**config.mk**
```make
export PLATFORM = sky130hd
export DESIGN_NAME = xlate_walker
export DESIGN_NICKNAME = d
export VERILOG_FILES = /design/src/rtl/xlate_pkg.sv /design/src/rtl/entry_decode.sv /design/src/rtl/fetch_addr_gen.sv /design/src/rtl/walk_ctrl.sv /design/src/rtl/xlate_walker.sv
export SDC_FILE = /design/constraint.sdc
export NUM_CORES = 1
export LEC_CHECK = 0
export BUFFER_PORTS_ARGS = -buffer_cell sky130_fd_sc_hd__buf_2
export CAP_MARGIN = 20
export CORE_ASPECT_RATIO = 1.4
export CORE_MARGIN = 2
export CORE_UTILIZATION = 45
export CTS_CLUSTER_DIAMETER = 30
export DETAILED_ROUTE_END_ITERATION = 12
export PLACE_DENSITY = 0.72
export SYNTH_ARGS = -nofsm -noshare
export SYNTH_HDL_FRONTEND = slang
export SYNTH_SLANG_ARGS = --single-unit
```
**constraint.sdc**
```tcl
create_clock -name clk -period 3.1 [get_ports clk]
set_input_delay 0.155 -clock clk [delete_from_list [all_inputs] [get_ports clk]]
set_output_delay 0.155 -clock clk [all_outputs]
set_load 0.1 [all_outputs]
```
**src/rtl/xlate_pkg.sv**
```systemverilog
package xlate_pkg;
  // byte shift for 4-byte entries
  localparam int ENT_SH      = 2;
  // low bits below the next-level table pointer in a directory entry
  localparam int PTR_SH      = 10;
  // directory entry usable-code in bits [1:0]
  localparam logic [1:0] DIR_OK_CODE = 2'b01;
  // page entry valid flag position and domain field position
  localparam int PG_VLD_BIT  = 1;
  localparam int DOM_LSB     = 4;

  typedef enum logic [1:0] {
    FLT_NONE = 2'b00,
    FLT_DIR  = 2'b01,
    FLT_PAGE = 2'b10
  } walk_fault_e;

  typedef enum logic [1:0] {
    ST_IDLE,
    ST_DIR,
    ST_PAGE,
    ST_DONE
  } walk_state_e;
endpackage

```
**src/rtl/entry_decode.sv**
```systemverilog
module entry_decode
  import xlate_pkg::*;
#(
  parameter int ENTRY_W = 32,
  parameter int PTR_W   = 22,
  parameter int PBASE_W = 20,
  parameter int DOM_W   = 4
) (
  input  logic [ENTRY_W-1:0] entry,
  output logic               dir_ok,
  output logic [PTR_W-1:0]   dir_ptr,
  output logic               page_ok,
  output logic [PBASE_W-1:0] page_base,
  output logic [DOM_W-1:0]   page_dom
);
  assign dir_ok    = (entry[1:0] == DIR_OK_CODE);
  assign dir_ptr   = entry[ENTRY_W-1 -: PTR_W];
  assign page_ok   = entry[PG_VLD_BIT];
  assign page_base = entry[ENTRY_W-1 -: PBASE_W];
  assign page_dom  = entry[DOM_LSB +: DOM_W];

  // reserved fields carry no meaning for the walk
  logic unused_rsv;
  assign unused_rsv = ^{entry[PTR_SH-1:2], entry[ENTRY_W-PBASE_W-1 : DOM_LSB+DOM_W], entry[3:2], entry[0]};
endmodule

```
**src/rtl/fetch_addr_gen.sv**
```systemverilog
module fetch_addr_gen
  import xlate_pkg::*;
#(
  parameter int VA_W      = 32,
  parameter int PA_W      = 32,
  parameter int DIR_IDX_W = 12,
  parameter int PT_IDX_W  = 8,
  parameter int PTR_W     = 22
) (
  input  logic             sel_page,
  input  logic [PA_W-1:0]  base,
  input  logic [VA_W-1:0]  va,
  input  logic [PTR_W-1:0] ptr,
  output logic [PA_W-1:0]  addr
);
  localparam int OFF_W = VA_W - DIR_IDX_W - PT_IDX_W;

  logic [DIR_IDX_W-1:0] dir_idx;
  logic [PT_IDX_W-1:0]  pt_idx;
  logic [PA_W-1:0]      dir_off, pt_off, tbl_base;

  assign dir_idx  = va[VA_W-1 -: DIR_IDX_W];
  assign pt_idx   = va[OFF_W +: PT_IDX_W];
  assign dir_off  = {{(PA_W-DIR_IDX_W-ENT_SH){1'b0}}, dir_idx, {ENT_SH{1'b0}}};
  assign pt_off   = {{(PA_W-PT_IDX_W-ENT_SH){1'b0}}, pt_idx, {ENT_SH{1'b0}}};
  assign tbl_base = {ptr, {(PA_W-PTR_W){1'b0}}};
  assign addr     = sel_page ? (tbl_base + pt_off) : (base + dir_off);

  logic unused_off;
  assign unused_off = ^va[OFF_W-1:0];
endmodule

```
**src/rtl/walk_ctrl.sv**
```systemverilog
module walk_ctrl
  import xlate_pkg::*;
#(
  parameter int VA_W    = 32,
  parameter int PA_W    = 32,
  parameter int PTR_W   = 22,
  parameter int PBASE_W = 20,
  parameter int DOM_W   = 4
) (
  input  logic               clk,
  input  logic               rst_n,
  input  logic               req_valid,
  output logic               req_ready,
  input  logic [VA_W-1:0]    req_vaddr,
  input  logic [PA_W-1:0]    tt_base,
  output logic               mem_req_valid,
  input  logic               mem_req_ready,
  input  logic               mem_rsp_valid,
  input  logic               dir_ok,
  input  logic [PTR_W-1:0]   dir_ptr,
  input  logic               page_ok,
  input  logic [PBASE_W-1:0] page_base,
  input  logic [DOM_W-1:0]   page_dom,
  output logic               sel_page,
  output logic [VA_W-1:0]    cur_va,
  output logic [PA_W-1:0]    cur_base,
  output logic [PTR_W-1:0]   cur_ptr,
  output logic               rsp_valid,
  input  logic               rsp_ready,
  output logic [PA_W-1:0]    rsp_paddr,
  output logic [DOM_W-1:0]   rsp_domain,
  output logic [1:0]         rsp_fault
);
  localparam int OFF_W = PA_W - PBASE_W;

  walk_state_e state;
  walk_fault_e fault_q;
  logic        issued;
  logic [PA_W-1:0]  paddr_q;
  logic [DOM_W-1:0] dom_q;
  logic        fetching;

  assign fetching = (state == ST_DIR) || (state == ST_PAGE);

  always_ff @(posedge clk) begin
    if (!rst_n) begin
      state    <= ST_IDLE;
      issued   <= 1'b0;
      cur_va   <= '0;
      cur_base <= '0;
      cur_ptr  <= '0;
      paddr_q  <= '0;
      dom_q    <= '0;
      fault_q  <= FLT_NONE;
    end else begin
      case (state)
        ST_IDLE: if (req_valid) begin
          cur_va   <= req_vaddr;
          cur_base <= tt_base;
          issued   <= 1'b0;
          state    <= ST_DIR;
        end
        ST_DIR, ST_PAGE: begin
          if (!issued) begin
            if (mem_req_ready) issued <= 1'b1;
          end else if (mem_rsp_valid) begin
            issued <= 1'b0;
            if (state == ST_DIR) begin
              if (dir_ok) begin
                cur_ptr <= dir_ptr;
                state   <= ST_PAGE;
              end else begin
                fault_q <= FLT_DIR;
                paddr_q <= '0;
                dom_q   <= '0;
                state   <= ST_DONE;
              end
            end else begin
              if (page_ok) begin
                fault_q <= FLT_NONE;
                paddr_q <= {page_base, cur_va[OFF_W-1:0]};
                dom_q   <= page_dom;
              end else begin
                fault_q <= FLT_PAGE;
                paddr_q <= '0;
                dom_q   <= '0;
              end
              state <= ST_DONE;
            end
          end
        end
        ST_DONE: if (rsp_ready) state <= ST_IDLE;
        default: state <= ST_IDLE;
      endcase
    end
  end

  assign req_ready     = (state == ST_IDLE);
  assign mem_req_valid = fetching && !issued;
  assign sel_page      = (state == ST_PAGE);
  assign rsp_valid     = (state == ST_DONE);
  assign rsp_paddr     = paddr_q;
  assign rsp_domain    = dom_q;
  assign rsp_fault     = fault_q;
endmodule

```
**src/rtl/xlate_walker.sv**
```systemverilog
module xlate_walker #(
  parameter int VA_W      = 32,
  parameter int DIR_IDX_W = 12,
  parameter int PT_IDX_W  = 8,
  parameter int ENTRY_W   = 32,
  parameter int DOM_W     = 4
) (
  input  logic               clk,
  input  logic               rst_n,
  input  logic [ENTRY_W-1:0] tt_base,
  input  logic               req_valid,
  output logic               req_ready,
  input  logic [VA_W-1:0]    req_vaddr,
  output logic               mem_req_valid,
  input  logic               mem_req_ready,
  output logic [ENTRY_W-1:0] mem_req_addr,
  input  logic               mem_rsp_valid,
  input  logic [ENTRY_W-1:0] mem_rsp_data,
  output logic               rsp_valid,
  input  logic               rsp_ready,
  output logic [VA_W-1:0]    rsp_vaddr,
  output logic [ENTRY_W-1:0] rsp_paddr,
  output logic [DOM_W-1:0]   rsp_domain,
  output logic [1:0]         rsp_fault
);
  localparam int OFF_W   = VA_W - DIR_IDX_W - PT_IDX_W;
  localparam int PA_W    = ENTRY_W;
  localparam int PTR_W   = ENTRY_W - xlate_pkg::PTR_SH;
  localparam int PBASE_W = PA_W - OFF_W;

  logic               dir_ok, page_ok, sel_page;
  logic [PTR_W-1:0]   dir_ptr, cur_ptr;
  logic [PBASE_W-1:0] page_base;
  logic [DOM_W-1:0]   page_dom;
  logic [VA_W-1:0]    cur_va;
  logic [PA_W-1:0]    cur_base;

  entry_decode #(
    .ENTRY_W(ENTRY_W), .PTR_W(PTR_W), .PBASE_W(PBASE_W), .DOM_W(DOM_W)
  ) u_dec (
    .entry(mem_rsp_data), .dir_ok(dir_ok), .dir_ptr(dir_ptr),
    .page_ok(page_ok), .page_base(page_base), .page_dom(page_dom)
  );

  walk_ctrl #(
    .VA_W(VA_W), .PA_W(PA_W), .PTR_W(PTR_W), .PBASE_W(PBASE_W), .DOM_W(DOM_W)
  ) u_ctrl (
    .clk(clk), .rst_n(rst_n),
    .req_valid(req_valid), .req_ready(req_ready), .req_vaddr(req_vaddr), .tt_base(tt_base),
    .mem_req_valid(mem_req_valid), .mem_req_ready(mem_req_ready), .mem_rsp_valid(mem_rsp_valid),
    .dir_ok(dir_ok), .dir_ptr(dir_ptr), .page_ok(page_ok), .page_base(page_base), .page_dom(page_dom),
    .sel_page(sel_page), .cur_va(cur_va), .cur_base(cur_base), .cur_ptr(cur_ptr),
    .rsp_valid(rsp_valid), .rsp_ready(rsp_ready),
    .rsp_paddr(rsp_paddr), .rsp_domain(rsp_domain), .rsp_fault(rsp_fault)
  );

  fetch_addr_gen #(
    .VA_W(VA_W), .PA_W(PA_W), .DIR_IDX_W(DIR_IDX_W), .PT_IDX_W(PT_IDX_W), .PTR_W(PTR_W)
  ) u_addr (
    .sel_page(sel_page), .base(cur_base), .va(cur_va), .ptr(cur_ptr), .addr(mem_req_addr)
  );

  assign rsp_vaddr = cur_va;
endmodule

```
==> summary.md, run 1 <==
| Metric | Value |
|---|---|
| Pwr dens | `815 mW/mm^2` |
| CTS tree | `done` |
| DIE HEIGHT | `145 um` |
| Routed Antenna Nets | `0` |
| Vias in the first global route | `6441` |
| Post-DP HPWL | `12.6 mm` |
| Initial Util | `46.1%` |
| Worst flop-to-flop path endpoint | `u_ctrl.rsp_fault[1]$_SDFFE_PN0P_` |
| Worst setup startpoint | `u_ctrl.cur_va[20]$_SDFFE_PN0P_` |
| Fmax | `334 MHz` |
| Antenna diode count | `0` |
| Largest net degree at the start of global routing | `128` |
| Worst reg2reg startpoint | `u_ctrl.state[1]$_SDFFE_PN0P_` |
| Synthesized area per cell | `7.87 um^2` |
| Met3 Track Usage GR | `6.65%` |
| DRT iter0 DRCs | `262` |
| Final Non-Filler Cells | `1263` |
| CP required | `2.94 ns` |
| GR Util met1 | `30.3%` |
| Worst hold path type | `input pin to flop` |
| Asr flop ratio synth | `0%` |
| Post-layout nets | `1184` |
| Post-detailed-route via-to-cell ratio | `5.24` |
| Num rows | `51` |
| Unrepaired setup endpoints after global routing | `true` |
| Clock-pin slew on the worst setup and hold paths | `0.06 ns` |
| Mapped Nets | `935` |
| Total power | `7.40 mW` |
| Worst path arrival time | `2.84 ns` |
| FF+latch count, synth | `127` |
| Crit end category | `output pin` |
| Remaining Overflow, GRT | `0` |
| Clock skew | `0.0102 ns` |
| Final Hold Viols | `0` |
| Warnings from Yosys | `0` |
| Peak supply drop | `0.550 mV` |
| Cells after Synth | `816` |
| Vias | `6615` |
| First-pass DRT Iterations | `5` |
| Clock latency at the later pin of the worst-skew pair | `0.42 ns` |
| Setup Fix Bufs, Post-CTS | `0` |
| Setup-failing EPs final | `0` |
| Share of layout cells above drive strength 1 | `26.8%` |
| Critical path class | `flop to output pin` |
| Clock sink total | `127` |
| Number of synthesized flops with an enable pin | `0` |
| Synth unique cells | `59` |
| Tmin final | `2.99 ns` |
| H-tree depth | `4` |
| GP Congestion | `0.873` |
| Actual slew at the worst max-slew pin | `1.05 ns` |
| Slew Viols, Final | `0` |
| Initial antenna violation count | `0` |
| Final wirelength | `19.1 mm` |
| Fillers | `1236` |
| Drc violations | `0` |
| Maxcap violations | `0` |
| Placed cells | `1156` |
| Top FF cell, synth | `dfxtp_1` |
| Global-route wire length before repair | `31.1 mm` |
| Leakage | `3.76 nW` |
| Final worst-path cycle share | `96.5%` |
| Core Box Area | `0.0139 mm^2` |
| R2R depth | `7` |
| Post-synthesis sequential area ratio | `39.6%` |
| Worst setup endpoint | `mem_req_addr[12]` |
| Flop2flop setup slack | `0.98 ns` |
| Die Wd | `105 um` |
| I/O Buffers | `202` |
| Worst Path Max Fanout | `4` |
| Max-Slew Margin vs Limit | `30.0%` |
| Status | `completed` |
| Synthesized area | `0.00642 mm^2` |
| Gr busiest metal | `met2` |
| Wire per inst | `15.1 um` |
| Global routing usage on met2 | `42.8%` |
| CTS Root Cell | `clkbuf_16` |
| Register area | `0.00257 mm^2` |
| Max Buffers Root-to-Sink | `2` |
| Total GRT Usage | `24.9%` |
| Startpoint types | `flop` |
| Area of the multi-input gates | `0.00373 mm^2` |
| Die footprint | `0.0152 mm^2` |
| I/O pin cnt | `207` |
| Inserted Clock Buffers | `17` |
| Area Overhead vs Synth | `41.4%` |
Yosys cell counts, drive strengths merged (5+ instances only):
| cell | number | area [um^2] |
|---|---|---|
| a2111o | 6 | 67.6 |
| a21boi | 127 | 953 |
| a21o | 5 | 37.5 |
| a21oi | 24 | 128 |
| and2 | 5 | 31.3 |
| buf | 15 | 77.6 |
| clkbuf | 41 | 155 |
| dfxtp | 127 | 2540 |
| ha | 16 | 200 |
| inv | 6 | 22.5 |
| nand2 | 253 | 955 |
| nand3 | 58 | 290 |
| nor2 | 10 | 37.5 |
| nor2b | 15 | 93.8 |
| nor3 | 10 | 50.1 |
| o211ai | 14 | 135 |
| o21ai | 21 | 105 |
how the worst min path moves through the flow:
stage,startpoint,end,slack (ns),cells after the start
CTS,tt_base[15],u_ctrl.cur_base[15]$_SDFFE_PN0P_,0.0002,3
detailed placement,req_vaddr[27],u_ctrl.cur_va[27]$_SDFFE_PN0P_,0.41,3
global placement,mem_req_ready,u_ctrl.issued$_SDFFE_PN0P_,0.40,3
global route,mem_rsp_data[26],u_ctrl.cur_ptr[16]$_SDFFE_PN0P_,0.008,3
floorplan,req_vaddr[21],u_ctrl.cur_va[21]$_SDFFE_PN0P_,0.29,2
finish,mem_rsp_data[18],u_ctrl.rsp_paddr[18]$_SDFFE_PN0P_,0.01,3
layer usage:
metal  wire length [um]  up-vias  share of wire, %
li1                   -     3333                 -
met1               8250     3044                43
met2               9500      207                50
met3                953       31               5.0
met4                349        0               1.8
met5                  0        -                 0
critical path: stages (launching register included):
cell and delay (ns):
dfxtp_2 0.33, ha_1 0.23, fa_1 0.43, a21oi_1 0.20, o211ai_1 0.21, a21oi_1 0.32
o2111ai_1 0.20, o311ai_4 0.13, clkbuf_4 0.38
layout by cell type, fill, tap and decap left out, drive strengths merged, types with 5 or more instances in the layout:
cell type / netlist / layout
dfxtp: 127 / 127
nor2: 10 / 10
and2: 5 / 5
a21boi: 127 / 127
inv: 6 / 13
ha: 16 / 16
nand2: 253 / 253
nor2b: 15 / 15
dlygate4sd3: 0 / 75
o211ai: 14 / 14
o21ai: 21 / 21
buf: 15 / 198
a2111o: 6 / 6
a21oi: 24 / 24
nand3: 58 / 58
nor3: 10 / 10
a21o: 5 / 5
clkbuf: 41 / 33
registers in the layout, indices dropped and copies added, names as in the netlist:
signal	cells
u_ctrl.rsp_paddr	32
u_ctrl.rsp_fault	2
u_ctrl.cur_base	32
u_ctrl.rsp_domain	4
u_ctrl.cur_ptr	22
u_ctrl.cur_va	32
u_ctrl.issued	1
u_ctrl.state	2
report_power, final:
part | internal [mW] | switching [mW]
clock network | 1.21 | 0.791
logic | 0.753 | 2.68
registers | 1.81 | 0.153
total | 3.77 | 3.63
final cells by class:
type / instances / share of cell area [%]
Multi-Input combinational cell: 627 / 41.1
Sequential cell: 127 / 28.3
Clock buffer: 20 / 5.26
Clock inverter: 12 / 1.34
Inverter: 6 / 0.248
Timing Repair Buffer: 286 / 21.1
Tap cell: 185 / 2.55
kinds of logic (layout without fill, tap and decap cells):
logic type / Yosys count / after routing / share of synthesized area, %
simple gates: 375 / 375 / 25.4
compound gates: 227 / 227 / 26.4
flops: 127 / 127 / 39.6
buf+inv: 62 / 324 / 3.98
fa+ha+maj: 17 / 17 / 3.43
xor+xnor: 5 / 5 / 0.682
mux: 3 / 3 / 0.507
what timing repair did:
| item | in CTS | in global routing |
|---|---|---|
| gates resized for setup | 2 | 16 |
| hold buffers | 75 | 0 |
| gates cloned | 0 | 0 |
| setup endpoints to repair | 2 | 20 |
| pin swaps | 0 | 1 |
| endpoints found under the hold margin | 77 | 0 |
per-stage QoR:
step           hold WS (ns)  setup TNS [ns]  area [um^2]  util [%]  setup WS, ns
4_1_cts            0.000237               0         9040      65.0       0.00425
3_3_place_gp          0.401               0         7680      55.2         0.418
6_report             0.0104               0         9080      65.3         0.107
2_1_floorplan         0.289          -0.789         6540         -        -0.267
5_1_grt             0.00809         -0.0949         9080      65.3       -0.0501
3_5_place_dp          0.408               0         7680      55.2         0.399
(Power assumes the default switching activity.)
==> inputs of run 2 (changes only) <==
Settings changed: HOLD_SLACK_MARGIN set to 0.02.
==> summary.md, run 2 (synthesis gave the netlist of run 1 again) <==
| Metric | Value |
|---|---|
| Final worst-path cycle share | `95.8% (-0.77 points)` |
| Flop2flop setup slack | `0.99 ns (about the same)` |
| Critical path class | `flop to output pin` |
| Final worst slack | `0.131 ns (+0.0239 ns)` |
| Final Non-Filler Cells | `1279 (+1.3%)` |
| Cell Area, Placed | `0.00768 mm^2 (unchanged)` |
| H-tree depth | `4 (unchanged)` |
| Worst reg2reg startpoint | `u_ctrl.state[1]$_SDFFE_PN0P_` |
| Startpoint types | `flop` |
| Clock skew | `0.0121 ns (+0.00189 ns)` |
| Pwr dens | `803 mW/mm^2 (-1.5%)` |
| Wire per inst | `15.1 um (+0.35%)` |
| Slew Viols, Final | `0 (unchanged)` |
| GP Congestion | `0.873 (unchanged)` |
| First-pass DRT Iterations | `6 (+1)` |
| Final Hold Viols | `0 (unchanged)` |
| DRT iter0 DRCs | `287 (+9.5%)` |
| Max Buffers Root-to-Sink | `2 (unchanged)` |
| Commonest cells after routing, fill and taps aside | `nand2_1, buf_2, a21boi_0` |
| Final wirelength | `19.4 mm (+1.6%)` |
| Clock-pin slew on the worst setup and hold paths | `0.06 ns (about the same)` |
| Largest net degree at the start of global routing | `128 (unchanged)` |
| DIE HEIGHT | `145 um (unchanged)` |
| Worst flop-to-flop path endpoint | `u_ctrl.rsp_fault[1]$_SDFFE_PN0P_` |
| I/O Buffers | `202 (unchanged)` |
| CP required | `2.94 ns (about the same)` |
| Post-detailed-route via-to-cell ratio | `5.24 (about the same)` |
| Post-DP HPWL | `12.6 mm (unchanged)` |
| CTS Root Cell | `clkbuf_16` |
| Hold Crit Depth | `4 (+1)` |
| Worst hold slack | `0.0926 ns (+0.0822 ns)` |
| Antenna diode count | `0 (unchanged)` |
| Fmax | `337 MHz (+0.80%)` |
| Worst hold path type | `input pin to flop` |
| Total GRT Usage | `25.3% (+0.36 points)` |
| Top cell by count, worst path | `a21oi_1` |
| Inserted Clock Buffers | `17 (unchanged)` |
| Slowest CP cell | `fa_1` |
| CTS tree | `done` |
| Placed cells | `1156 (unchanged)` |
| Die Wd | `105 um (unchanged)` |
| Peak supply drop | `0.547 mV (-0.54%)` |
| Area Overhead vs Synth | `43.9%` |
| Die footprint | `0.0152 mm^2 (unchanged)` |
| Clock sink total | `127 (unchanged)` |
| Initial Util | `46.1% (unchanged)` |
| Fillers | `1197 (-3.2%)` |
| Max-Slew Margin vs Limit | `30.3% (+0.27 points)` |
| Post-route cell area | `0.00924 mm^2 (+1.8%)` |
| Num rows | `51 (unchanged)` |
| CP peak stage delay | `0.43 ns (about the same)` |
| I/O pin cnt | `207 (unchanged)` |
| Global-route wire length before repair | `31.5 mm (+1.4%)` |
| Actual slew at the worst max-slew pin | `1.05 ns (-0.00403 ns)` |
| HP Start | `mem_rsp_data[1]` |
| R2R depth | `7 (unchanged)` |
| Remaining Overflow, GRT | `0 (unchanged)` |
| Total power | `7.42 mW (+0.29%)` |
| Unrepaired setup endpoints after global routing | `true` |
| Tmin final | `2.97 ns (-0.0239 ns)` |
| Post-layout nets | `1200 (+1.4%)` |
| Status | `completed` |
| Initial antenna violation count | `0 (unchanged)` |
| Cell Chain, Critical Path | `ha_1 > fa_1 > a21oi_1 > o211ai_1 > nand3_2 > a21oi_1 > or3_1 > buf_4` |
| Setup-failing EPs final | `0 (unchanged)` |
| Vias | `6701 (+1.3%)` |
| Crit path max-delay family | `adder cells` |
| Core Box Area | `0.0139 mm^2 (unchanged)` |
| Leakage | `3.82 nW (+1.7%)` |
| Share of layout cells above drive strength 1 | `26.4% (-0.39 points)` |
| Worst path arrival time | `2.81 ns (-0.03 ns)` |
| Drc violations | `0 (unchanged)` |
| Worst slack, placed | `0.399 ns (unchanged)` |
| Hold endpoint | `u_ctrl.rsp_fault[1]$_SDFFE_PN0P_` |
| Crit end category | `output pin` |
| Worst Path Buf+Inv | `1 (unchanged)` |
| Worst Path Max Fanout | `9 (+5)` |
| Routed Antenna Nets | `0 (unchanged)` |
| Maxcap violations | `0 (unchanged)` |
| Clock latency at the later pin of the worst-skew pair | `0.43 ns (about the same)` |
| Most common cell after layout, fill and taps aside | `nand2_1` |
| Vias in the first global route | `6510 (+1.1%)` |
[run 2: cell count changes in the layout (fill, tap and decap cells not counted), sizes merged]
| cell | previous run | this run |
|---|---|---|
| clkbuf | 33 | 32 |
| dlygate4sd3 | 75 | 91 |
| buf | 198 | 199 |
[run 2: final cells by class]
cell class	count	area [um^2]	area share (%)
multi-input combinational	627	3740	40.4
sequential	127	2570	27.8
timing repair buffer	302	2080	22.5
clock buffer	20	478	5.17
tap	185	231	2.51
clock inverter	12	121	1.31
inverter	6	22.5	0.244
[run 2: power by group]
group          leakage (nW)  switching (mW)  total [mW]  internal [mW]
combinational          2.49            2.69        3.45          0.764
sequential             1.04           0.154        1.96           1.81
clock                 0.296           0.798        2.01           1.21
total                  3.82            3.64        7.42           3.78
[run 2: how the worst max path moves through the flow]
stage / startpoint / end / slack (ns) / depth (start not counted)
floorplan: u_ctrl.cur_va[28]$_SDFFE_PN0P_ / mem_req_addr[15] / -0.27 / 7
global placement: u_ctrl.cur_va[20]$_SDFFE_PN0P_ / mem_req_addr[18] / 0.42 / 8
detailed placement: u_ctrl.cur_va[20]$_SDFFE_PN0P_ / mem_req_addr[18] / 0.40 / 8
CTS: u_ctrl.cur_va[20]$_SDFFE_PN0P_ / mem_req_addr[12] / 0.004 / 8
global route: u_ctrl.cur_va[20]$_SDFFE_PN0P_ / mem_req_addr[18] / -0.03 / 8
finish: u_ctrl.cur_va[20]$_SDFFE_PN0P_ / mem_req_addr[18] / 0.13 / 8
[run 2: worst min-delay path, stage by stage]
cell and delay [ns]:
buf_2 0.09, nor3_1 0.05, a21oi_1 0.11, nor2b_1 0.06
[run 2: routing by layer]
layer	vias to the layer above	global-route usage, %	part of all wire, %
met5	-	0	0
met1	3067	30.5	43
met3	40	6.56	5.3
met4	0	8.47	2.5
met2	230	43.4	49
li1	3364	-	-
[run 2: timing repair]
item | 4_1_cts | 5_1_grt
pin swaps | 0 | 1
gates resized for setup | 2 | 16
gates cloned | 0 | 0
hold endpoints to repair | 107 | 0
hold buffers | 91 | 0
setup buffers | 0 | 0
endpoints found under the setup margin | 2 | 21
[run 2: stage by stage]
step           util, %  setup TNS [ns]
2_1_floorplan        -          -0.789
3_3_place_gp      55.2               0
3_5_place_dp      55.2               0
4_1_cts           66.1               0
5_1_grt           66.4         -0.0495
6_report          66.4               0
